## config.mk

```make
export PLATFORM = sky130hd
export DESIGN_NAME = pci_lock_seq
export DESIGN_NICKNAME = d
export VERILOG_FILES = /design/src/rtl/pci_lock_pkg.sv /design/src/rtl/pci_lock_cmd.sv /design/src/rtl/pci_lock_fsm.sv /design/src/rtl/pci_lock_pin.sv /design/src/rtl/pci_lock_seq.sv
export SDC_FILE = /design/constraint.sdc
export NUM_CORES = 1
export LEC_CHECK = 0
export ABC_AREA = 1
export BUFFER_PORTS_ARGS = -buffer_cell sky130_fd_sc_hd__buf_2
export CORE_UTILIZATION = 35
export DETAILED_ROUTE_END_ITERATION = 12
export HOLD_SLACK_MARGIN = 0.03
export RECOVER_POWER = 25
export SLEW_MARGIN = 20
export SYNTH_ARGS = -nofsm -noshare
export SYNTH_HDL_FRONTEND = slang
export SYNTH_HIERARCHICAL = 1
export SYNTH_SLANG_ARGS = --single-unit
```

## constraint.sdc

```tcl
create_clock -name clk -period 4.4 [get_ports clk]
set_clock_uncertainty 0.15 [all_clocks]
set_input_delay 0.88 -clock clk [delete_from_list [all_inputs] [get_ports clk]]
set_output_delay 0.88 -clock clk [all_outputs]
set_load 0.1 [all_outputs]
```

## src/rtl/pci_lock_pkg.sv

```systemverilog
package pci_lock_pkg;
  localparam int OP_W = 2;
  localparam int ST_W = 3;

  typedef enum logic [OP_W-1:0] {
    OP_START = 2'd0,
    OP_CONT  = 2'd1,
    OP_FIN   = 2'd2
  } lk_op_e;

  typedef enum logic [ST_W-1:0] {
    ST_IDLE = 3'd0,
    ST_ARM  = 3'd1,
    ST_ADR  = 3'd2,
    ST_XFER = 3'd3,
    ST_HOLD = 3'd4,
    ST_PARK = 3'd5
  } lk_state_e;
endpackage

```

## src/rtl/pci_lock_cmd.sv

```systemverilog
module pci_lock_cmd
  import pci_lock_pkg::*;
(
  input  logic            clk,
  input  logic            rst,
  input  logic            cmd_valid,
  input  logic [OP_W-1:0] cmd_op,
  input  logic            cmd_read,
  input  lk_state_e       st_q,
  input  logic            held_q,
  input  logic            fin_q,
  output logic            cmd_ready,
  output logic            acc_start,
  output logic            acc_cont,
  output logic            acc_fin,
  output logic            rej_q
);
  logic hs, reject;

  always_comb begin
    cmd_ready = (st_q == ST_IDLE) || (st_q == ST_HOLD) ||
                (st_q == ST_XFER && held_q && !fin_q);
    hs        = cmd_valid && cmd_ready;
    acc_start = hs && cmd_op == OP_START && cmd_read && st_q == ST_IDLE;
    acc_cont  = hs && cmd_op == OP_CONT && st_q == ST_HOLD;
    acc_fin   = hs && cmd_op == OP_FIN && held_q &&
                (st_q == ST_HOLD || st_q == ST_XFER);
    reject    = hs && !acc_start && !acc_cont && !acc_fin;
  end

  always_ff @(posedge clk) begin
    if (rst) rej_q <= 1'b0;
    else     rej_q <= reject;
  end

  assert_reject_only_on_handshake_R3: assert property (@(posedge clk) disable iff (rst)
    (!$past(rst) && rej_q) |-> $past(cmd_valid && cmd_ready));
endmodule

```

## src/rtl/pci_lock_fsm.sv

```systemverilog
module pci_lock_fsm
  import pci_lock_pkg::*;
(
  input  logic      clk,
  input  logic      rst,
  input  logic      acc_start,
  input  logic      acc_cont,
  input  logic      acc_fin,
  input  logic      addr_next,
  input  logic      frame_n,
  input  logic      irdy_n,
  input  logic      trdy_n,
  input  logic      term_retry,
  input  logic      term_mabort,
  input  logic      term_tabort,
  output lk_state_e st_q,
  output lk_state_e st_d,
  output logic      held_q,
  output logic      failed_q,
  output logic      aborted_q,
  output logic      fin_q
);
  logic held_d, failed_d, aborted_d, fin_d;
  logic first_q, first_d, done_q, done_d;
  logic data_now, bus_end, abort;

  always_comb begin
    data_now  = !irdy_n && !trdy_n;
    bus_end   = frame_n && irdy_n;
    abort     = term_mabort || term_tabort;
    st_d      = st_q;
    held_d    = held_q;
    failed_d  = failed_q;
    aborted_d = aborted_q;
    fin_d     = fin_q;
    first_d   = first_q;
    done_d    = done_q;
    case (st_q)
      ST_IDLE: if (acc_start) begin
        st_d = ST_ARM; held_d = 1'b0; failed_d = 1'b0; aborted_d = 1'b0;
        fin_d = 1'b0; first_d = 1'b1; done_d = 1'b0;
      end
      ST_ARM: if (addr_next) st_d = ST_ADR;
      ST_ADR: st_d = ST_XFER;
      ST_XFER: begin
        fin_d = fin_q || acc_fin;
        if (abort) begin
          st_d = ST_PARK; held_d = 1'b0; aborted_d = 1'b1; fin_d = 1'b0;
        end else if (term_retry && first_q && !done_q && !data_now) begin
          st_d = ST_PARK; failed_d = 1'b1; fin_d = 1'b0;
        end else if (bus_end) begin
          first_d = 1'b0;
          if (fin_q || acc_fin || !held_q) begin
            st_d = ST_PARK; held_d = 1'b0; fin_d = 1'b0;
            if (!held_q) failed_d = 1'b1;
          end else begin
            st_d = ST_HOLD;
          end
        end else if (data_now) begin
          done_d = 1'b1;
          if (first_q) held_d = 1'b1;
        end
      end
      ST_HOLD: begin
        if (acc_cont) begin
          st_d = ST_ARM; first_d = 1'b0; done_d = 1'b0;
        end else if (acc_fin) begin
          st_d = ST_PARK; held_d = 1'b0;
        end
      end
      ST_PARK: st_d = ST_IDLE;
      default: st_d = ST_IDLE;
    endcase
  end

  always_ff @(posedge clk) begin
    if (rst) begin
      st_q <= ST_IDLE; held_q <= 1'b0; failed_q <= 1'b0; aborted_q <= 1'b0;
      fin_q <= 1'b0; first_q <= 1'b0; done_q <= 1'b0;
    end else begin
      st_q <= st_d; held_q <= held_d; failed_q <= failed_d; aborted_q <= aborted_d;
      fin_q <= fin_d; first_q <= first_d; done_q <= done_d;
    end
  end

  assert_held_after_data_R4: assert property (@(posedge clk) disable iff (rst)
    $rose(held_q) |-> $past(!irdy_n && !trdy_n));

  assert_retry_release_R5: assert property (@(posedge clk) disable iff (rst)
    (st_q == ST_XFER && first_q && !done_q && term_retry && !(!irdy_n && !trdy_n)
     && !term_mabort && !term_tabort) |=> (failed_q && !held_q && st_q == ST_PARK));

  assert_abort_release_R6: assert property (@(posedge clk) disable iff (rst)
    (st_q == ST_XFER && (term_mabort || term_tabort)) |=>
    (aborted_q && !held_q && st_q == ST_PARK));

  assert_finish_waits_R8: assert property (@(posedge clk) disable iff (rst)
    (st_q == ST_XFER && fin_q && !(frame_n && irdy_n) && !term_mabort && !term_tabort)
    |=> (st_q == ST_XFER));
endmodule

```

## src/rtl/pci_lock_pin.sv

```systemverilog
module pci_lock_pin
  import pci_lock_pkg::*;
(
  input  logic      clk,
  input  logic      rst,
  input  lk_state_e st_d,
  input  lk_state_e st_q,
  output logic      lock_n_q,
  output logic      oe_q
);
  always_ff @(posedge clk) begin
    if (rst) begin
      lock_n_q <= 1'b1;
      oe_q     <= 1'b0;
    end else begin
      oe_q <= (st_d != ST_IDLE);
      if (st_d == ST_XFER || st_d == ST_HOLD) lock_n_q <= 1'b0;
      else if (st_d != ST_ARM)                lock_n_q <= 1'b1;
    end
  end

  assert_addr_phase_high_R2: assert property (@(posedge clk) disable iff (rst)
    (st_q == ST_ADR) |-> (lock_n_q && oe_q));

  assert_low_only_driven_R7: assert property (@(posedge clk) disable iff (rst)
    !lock_n_q |-> oe_q);

  assert_float_after_high_R9: assert property (@(posedge clk) disable iff (rst)
    (!$past(rst) && $fell(oe_q)) |-> $past(lock_n_q));
endmodule

```

## src/rtl/pci_lock_seq.sv

```systemverilog
module pci_lock_seq
  import pci_lock_pkg::*;
(
  input  logic            clk,
  input  logic            rst,
  input  logic            cmd_valid,
  input  logic [OP_W-1:0] cmd_op,
  input  logic            cmd_read,
  output logic            cmd_ready,
  output logic            cmd_rejected,
  input  logic            addr_next,
  input  logic            frame_n,
  input  logic            irdy_n,
  input  logic            trdy_n,
  input  logic            term_retry,
  input  logic            term_mabort,
  input  logic            term_tabort,
  output logic            lock_n_o,
  output logic            lock_oe,
  output logic            lock_held,
  output logic            lock_failed,
  output logic            lock_aborted
);
  lk_state_e st_q, st_d;
  logic      fin_q, acc_start, acc_cont, acc_fin;

  pci_lock_cmd u_cmd (
    .clk(clk), .rst(rst), .cmd_valid(cmd_valid), .cmd_op(cmd_op), .cmd_read(cmd_read),
    .st_q(st_q), .held_q(lock_held), .fin_q(fin_q), .cmd_ready(cmd_ready),
    .acc_start(acc_start), .acc_cont(acc_cont), .acc_fin(acc_fin), .rej_q(cmd_rejected)
  );

  pci_lock_fsm u_fsm (
    .clk(clk), .rst(rst), .acc_start(acc_start), .acc_cont(acc_cont), .acc_fin(acc_fin),
    .addr_next(addr_next), .frame_n(frame_n), .irdy_n(irdy_n), .trdy_n(trdy_n),
    .term_retry(term_retry), .term_mabort(term_mabort), .term_tabort(term_tabort),
    .st_q(st_q), .st_d(st_d), .held_q(lock_held), .failed_q(lock_failed),
    .aborted_q(lock_aborted), .fin_q(fin_q)
  );

  pci_lock_pin u_pin (
    .clk(clk), .rst(rst), .st_d(st_d), .st_q(st_q), .lock_n_q(lock_n_o), .oe_q(lock_oe)
  );
endmodule

```

## Word level (Yosys, flattened, before mapping)

Index checks and enable logic that the tools add are counted.

- Add/subtract/negate cells: 0
- Multipliers: 0
- Div/mod/pow operators: 0
- Order comparisons: 0
- Equality and inequality tests: 26
- Shift operators: 0
- Multiplexer cells: 45
- Bitwise operators: 0
- Reductions and logical operators: 47

Operators with widths:

| operator | count |
|---|---|
| $mux 1 | 31 |
| $mux 3 | 7 |
| $logic_and 1x1->1 | 19 |
| $pmux 3 s5 | 1 |
| $ne 2x2->1 const B | 6 |
| $reduce_and 6->1 | 2 |
| $eq 3x2->1 const B | 3 |
| $logic_not 1->1 | 9 |
| $ne 3x1->1 const B | 3 |
| $pmux 1 s3 | 3 |
| $ne 2x1->1 const B | 4 |
| $ne 4x1->1 const B | 2 |
| $reduce_and 8->1 | 1 |
| $logic_or 1x1->1 | 7 |
| $reduce_and 7->1 | 1 |
| $eq 3x3->1 const B | 2 |
| $pmux 1 s2 | 3 |
| $reduce_bool 3->1 | 2 |
| $ne 4x4->1 const B | 1 |
| $reduce_bool 2->1 | 2 |
| $eq 3x1->1 const B | 1 |
| $logic_not 3->1 | 1 |
| $ne 3x2->1 const B | 1 |
| $ne 3x3->1 const B | 1 |
| other kinds (5) | 5 |

- Register bits after elaboration: 12
- Latch bits: 0
- Bits in writable memories: 0
- Bits in read-only memories: 0
- Input port bits: 13
- Output and inout port bits: 7
- Word-level logic and storage cells: 128
- Memories kept: 0

## Logic depth before layout (Yosys ltp)

- Word-level depth: 18
- Mapped depth: 16
- Depth with buffers taken out: 16

## Cells and area by module

Netlist, hierarchy kept.

Modules (own cells, without submodules):

| module | instances | cells each | area each (um2) | seq. area each (um2) |
|---|---|---|---|---|
| pci_lock_fsm | 1 | 98 | 603.1 | 180.2 |
| pci_lock_cmd | 1 | 27 | 137.6 | 20.0 |
| pci_lock_pin | 1 | 14 | 86.3 | 40.0 |

## Least setup slack after synthesis

OpenSTA, ideal clock, no wires.

- Path kind: flip-flop to flip-flop
- From: register u_fsm.held_q
- To: register u_pin.lock_n_q
- Setup time: 0.112 ns
- Arrival time: 2.984 ns
- Required time: 4.138 ns
- Slack: 1.154 ns
- Cell stages (with the launch flop): 16
- Buffers on the path: 0
- Period minus slack after synthesis: 3.246 ns
- Cell sequence: dfxtp_1 > nand2_1 > o22ai_2 > nand2_2 > nor2_1 > nor2_1 > nand2_1 > o21ai_0 > nand3_1 > nand2_1 > nand2_1 > inv_1 > nor2_1 > nand2_1 > nand2_1 > nand2_1

- Word-level cells in the longest chain between the ends: 17
- Elaborated cells between the ends (all ways): 29
- Those cells by class: 3 x eq/ne; 9 x mux; 17 x reduce/logical

RTL lines:

| element | line | RTL |
|---|---|---|
| start: declaration | pci_lock_fsm.sv:18 | `output logic held_q,` |
| start signal: assignment | pci_lock_fsm.sv:81 | `st_q <= st_d; held_q <= held_d; failed_q <= failed_d; aborted_q <= aborted_d;` |
| $logic_and 1x1->1 (*) (2 in series) | pci_lock_cmd.sv:22 | `(st_q == ST_XFER && held_q && !fin_q);` |
| $logic_or 1x1->1 (*) | pci_lock_cmd.sv:21 | `cmd_ready = (st_q == ST_IDLE) \|\| (st_q == ST_HOLD) \|\|` |
| via cmd_ready | pci_lock_seq.sv:9 | `output logic cmd_ready,` |
| $logic_and 1x1->1 (*) | pci_lock_cmd.sv:23 | `hs = cmd_valid && cmd_ready;` |
| $logic_and 1x1->1 (*) (3 in series) | pci_lock_cmd.sv:26 | `acc_fin = hs && cmd_op == OP_FIN && held_q &&` |
| via acc_fin | pci_lock_seq.sv:25 | `logic fin_q, acc_start, acc_cont, acc_fin;` |
| $logic_or 1x1->1 (2 in series) | pci_lock_fsm.sv:53 | `if (fin_q \|\| acc_fin \|\| !held_q) begin` |
| $mux 1 | pci_lock_fsm.sv:53 |  |
| $mux 3 | pci_lock_fsm.sv:51 | `end else if (bus_end) begin` |
| $mux 3 | pci_lock_fsm.sv:49 | `end else if (term_retry && first_q && !done_q && !data_now) begin` |
| $mux 3 | pci_lock_fsm.sv:47 | `if (abort) begin` |
| $pmux 3 s5 (*) | pci_lock_fsm.sv:38 | `case (st_q)` |
| via st_d[0] | pci_lock_seq.sv:24 | `lk_state_e st_q, st_d;` |
| $eq 3x2->1 / $eq 3x3->1 (equally long branches) | pci_lock_pin.sv:17 | `if (st_d == ST_XFER \|\| st_d == ST_HOLD) lock_n_q <= 1'b0;` |
| $logic_or 1x1->1 | pci_lock_pin.sv:17 |  |
| $mux 1 / $reduce_bool 2->1 (equally long branches) | -- |  |
| end signal: assignment | pci_lock_pin.sv:13 | `lock_n_q <= 1'b1;` |
| end signal: assignment | pci_lock_pin.sv:17 |  |
| end signal: assignment | pci_lock_pin.sv:18 | `else if (st_d != ST_ARM) lock_n_q <= 1'b1;` |
| end: declaration | pci_lock_pin.sv:8 | `output logic lock_n_q,` |

Mark *: on every way through the listed nets, which the timed path passes. The rest lies on a longest branch.
A chain may end at the register's enable or synchronous reset.

## Final worst setup path

- From: register u_fsm.st_q[0]
- To: output cmd_ready

- Word-level cells in the longest chain between the ends: 4
- Elaborated cells between the ends (all ways): 7
- Those cells by class: 2 x eq/ne; 5 x reduce/logical

RTL lines:

| element | line | RTL |
|---|---|---|
| start: declaration | pci_lock_fsm.sv:16 | `output lk_state_e st_q,` |
| start signal: assignment | pci_lock_fsm.sv:81 |  |
| $eq 3x2->1 | pci_lock_cmd.sv:22 |  |
| $logic_and 1x1->1 (2 in series) | pci_lock_cmd.sv:22 |  |
| $logic_or 1x1->1 (*) | pci_lock_cmd.sv:21 |  |
| end: declaration | pci_lock_seq.sv:9 |  |

Every way passes the cells marked *; elsewhere a longest branch is shown, timed or not.

==> results.sh <==
export IMPL_hold_viol=0
export IMPL_status="complete, no violations"
export IMPL_seq_area_frac_synth_pct=29.0
export IMPL_clock_latency_ns=0.27
export IMPL_grt_overflow_total=0
export IMPL_total_power_mw=0.285
export IMPL_powerDensity_nw_per_um2=291
export IMPL_switching_share_pct=35.6
export IMPL_criticalPathCategory="register to primary output"
export IMPL_hpwlAfterDp_mm=1.52
export IMPL_cts_tree="done"
export IMPL_rsz0062_at_grt="no"
export IMPL_totalWireLength_mm=1.98
export IMPL_post_cts_resized=0
export IMPL_drt_initial_drc_count=26
export IMPL_row_count=17
export IMPL_hold_ws_ns=0.305
export IMPL_grt_max_degree=13
export IMPL_syn_num_nets=152
export IMPL_p_int_mw=0.183
export IMPL_setup_viol=0
export IMPL_drive_gt1_share_pct=21.0
export IMPL_syn_mean_instance_area_sq_um=5.95
export IMPL_required_ns=3.37
export IMPL_worst_pin_slew_ns=0.488
export IMPL_cp_arrival_ns=1.69
export IMPL_drv_cap=0
export IMPL_antenna_found_initial=0
export IMPL_ys_types=19
export IMPL_synth_warning_count=6
export IMPL_nets=176
export IMPL_drcViolationCount=0
export IMPL_cts_buffer_depth=2
export IMPL_start_util_pct=37.4
export IMPL_grt_usage_pct=17.2
export IMPL_gp_congestion=0.812
export IMPL_cp_start_kind="register"
export IMPL_min_path_type="register to register"
export IMPL_period_share_pct=61.8
export IMPL_ff2ff_path_depth=15
export IMPL_hold_buffers=0
export IMPL_clkPwrFrac_pct=30.9
export IMPL_min_path_cells=2
export IMPL_cts_sinks=12
export IMPL_end_kind="primary output"
export IMPL_port_buffers=19
export IMPL_p_leak_nw=0.455
export IMPL_p_sw_mw=0.101
export IMPL_die_w_microns=50.6
export IMPL_fmax_ghz=0.368
export IMPL_p_comb_share_pct=27.3
export IMPL_vias=908
export IMPL_io_pins=20
export IMPL_power_frac_seq_pct=41.8
export IMPL_post_cts_buffers=0
export IMPL_maxSlewViolCount=0
export IMPL_period_minus_slack_ns=2.72
export IMPL_core_sq_um=2210
export IMPL_via_per_inst=4.78
export IMPL_synthCells=139
export IMPL_die_height_microns=50.6
export IMPL_ys_seq_elements=12
export IMPL_grt_pass1_wl_mm=3.38
export IMPL_irDropWorstVdd_mv=0.191
export IMPL_drtAntennaViolNets=0
export IMPL_area_delta_synth_final_pct=18.5
export IMPL_wl_per_cell_microns=10.4
export IMPL_grt_pass1_vias=829
export IMPL_cts_inserted_buffers=3
export IMPL_syn_cell_area_sq_um=827
export IMPL_die_area_sq_um=2560
export IMPL_final_setup_tns_ns=0
export IMPL_diodes=0
export IMPL_clk_pin_slew_ns=0.08
export IMPL_cts_htree_levels=1
export IMPL_slew_headroom_pct=67.7
export IMPL_critPathMaxFanout=12
export IMPL_dr_pass1_iters=4
export IMPL_cts_root_buf="clkbuf_4"
-- cell usage after synthesis --
cell | instances | area share (%)
nand2_2 | 4 | 3.0
nor2_4 | 2 | 2.7
or2_0 | 1 | 0.76
nor2_2 | 3 | 2.3
nand4_1 | 2 | 1.5
inv_2 | 2 | 0.91
inv_1 | 20 | 9.1
dfxtp_1 | 12 | 29
a31oi_1 | 1 | 0.76
o22ai_1 | 2 | 1.5
nand3_1 | 13 | 7.9
nand3b_1 | 2 | 1.8
o21ai_0 | 2 | 1.2
o211ai_1 | 1 | 0.91
nand3_4 | 1 | 2.1
nor2_1 | 25 | 11
a21oi_1 | 8 | 4.8
o22ai_2 | 1 | 1.5
nand2_1 | 37 | 17
-- sequential cells by signal (all words and copies together), names as in the netlist --
register / flops
u_cmd/rej_q: 1
u_fsm/st_q: 3
u_fsm/failed_q: 1
u_fsm/done_q: 1
u_fsm/held_q: 1
u_fsm/fin_q: 1
u_fsm/aborted_q: 1
u_fsm/first_q: 1
u_pin/oe_q: 1
u_pin/lock_n_q: 1
-- layer usage --
layer  vias to the layer above  wire, microns  share of wire (%)  global-route usage (%)
li1                        486              -                  -                       -
met1                       395            923                 47                    21.2
met2                        25            940                 47                    29.3
met3                         2            108                5.4                    4.55
met4                         0             12               0.60                    4.63
met5                         -              0                  0                       0
-- layout by cell type (no fill, tap or decap), drive strengths merged --
cell and count:
nand3 14, a31oi 1, buf 19, o211ai 1, a21oi 8, o22ai 3, or2 1, o21ai 2
inv 22, dfxtp 12, nand2 41, nand3b 2, clkbuf 4, nand4 2, nor2 30
-- critical path: stages (launching register included) --
cell and delay (ns):
dfxtp_1 0.61, nand3_1 0.14, o22ai_1 0.20, buf_2 0.47
-- layout make-up --
type                            count  area (sq um)
Timing Repair Buffer               19          95.1
Tap cell                           28          35.0
Clock buffer                        4          36.3
Multi-Input combinational cell    105           490
Inverter                           22          82.6
Fill cell                         243          1230
Sequential cell                    12           240
-- metrics by stage --
stage | area [sq um] | setup WS, ns | util (%) | instances
finish | 980 | 1.68 | 44.3 | 190
global route | 980 | 1.55 | 44.3 | 190
CTS | 993 | 1.72 | 44.9 | 190
detailed placement | 957 | 1.99 | 43.3 | 186
global placement | 957 | 2.01 | 43.3 | 186
floorplan | 827 | 1.15 | - | 139
-- power by group through the flow --
stage               combinational (mW)  clock, mW  sequential [mW]
floorplan                       0.0361          0            0.147
CTS                             0.0788     0.0917            0.119
global route                    0.0841     0.0943            0.120
detailed placement              0.0784          0            0.122
finish                          0.0777     0.0881            0.119
global placement                0.0773          0            0.122
-- path summary, 6_finish.rpt --
path | start | end | slack (ns)
worst min-delay path | u_fsm/failed_q | u_fsm/failed_q | 0.30
worst max-delay path | u_fsm/st_q[0] | cmd_ready | 1.68
worst max register to register | u_fsm/st_q[0] | u_pin/lock_n_q | 2.17
worst min register to register | u_fsm/failed_q | u_fsm/failed_q | 0.30
-- cells by family after synthesis --
group,after synthesis,synth area share (%)
AND/OR/NAND/NOR,90,50.2
buffers and inverters,22,9.98
AO/OA/AOI/OAI,15,10.7
flip-flops,12,29.0
Power figures use the tool's default switching activity.
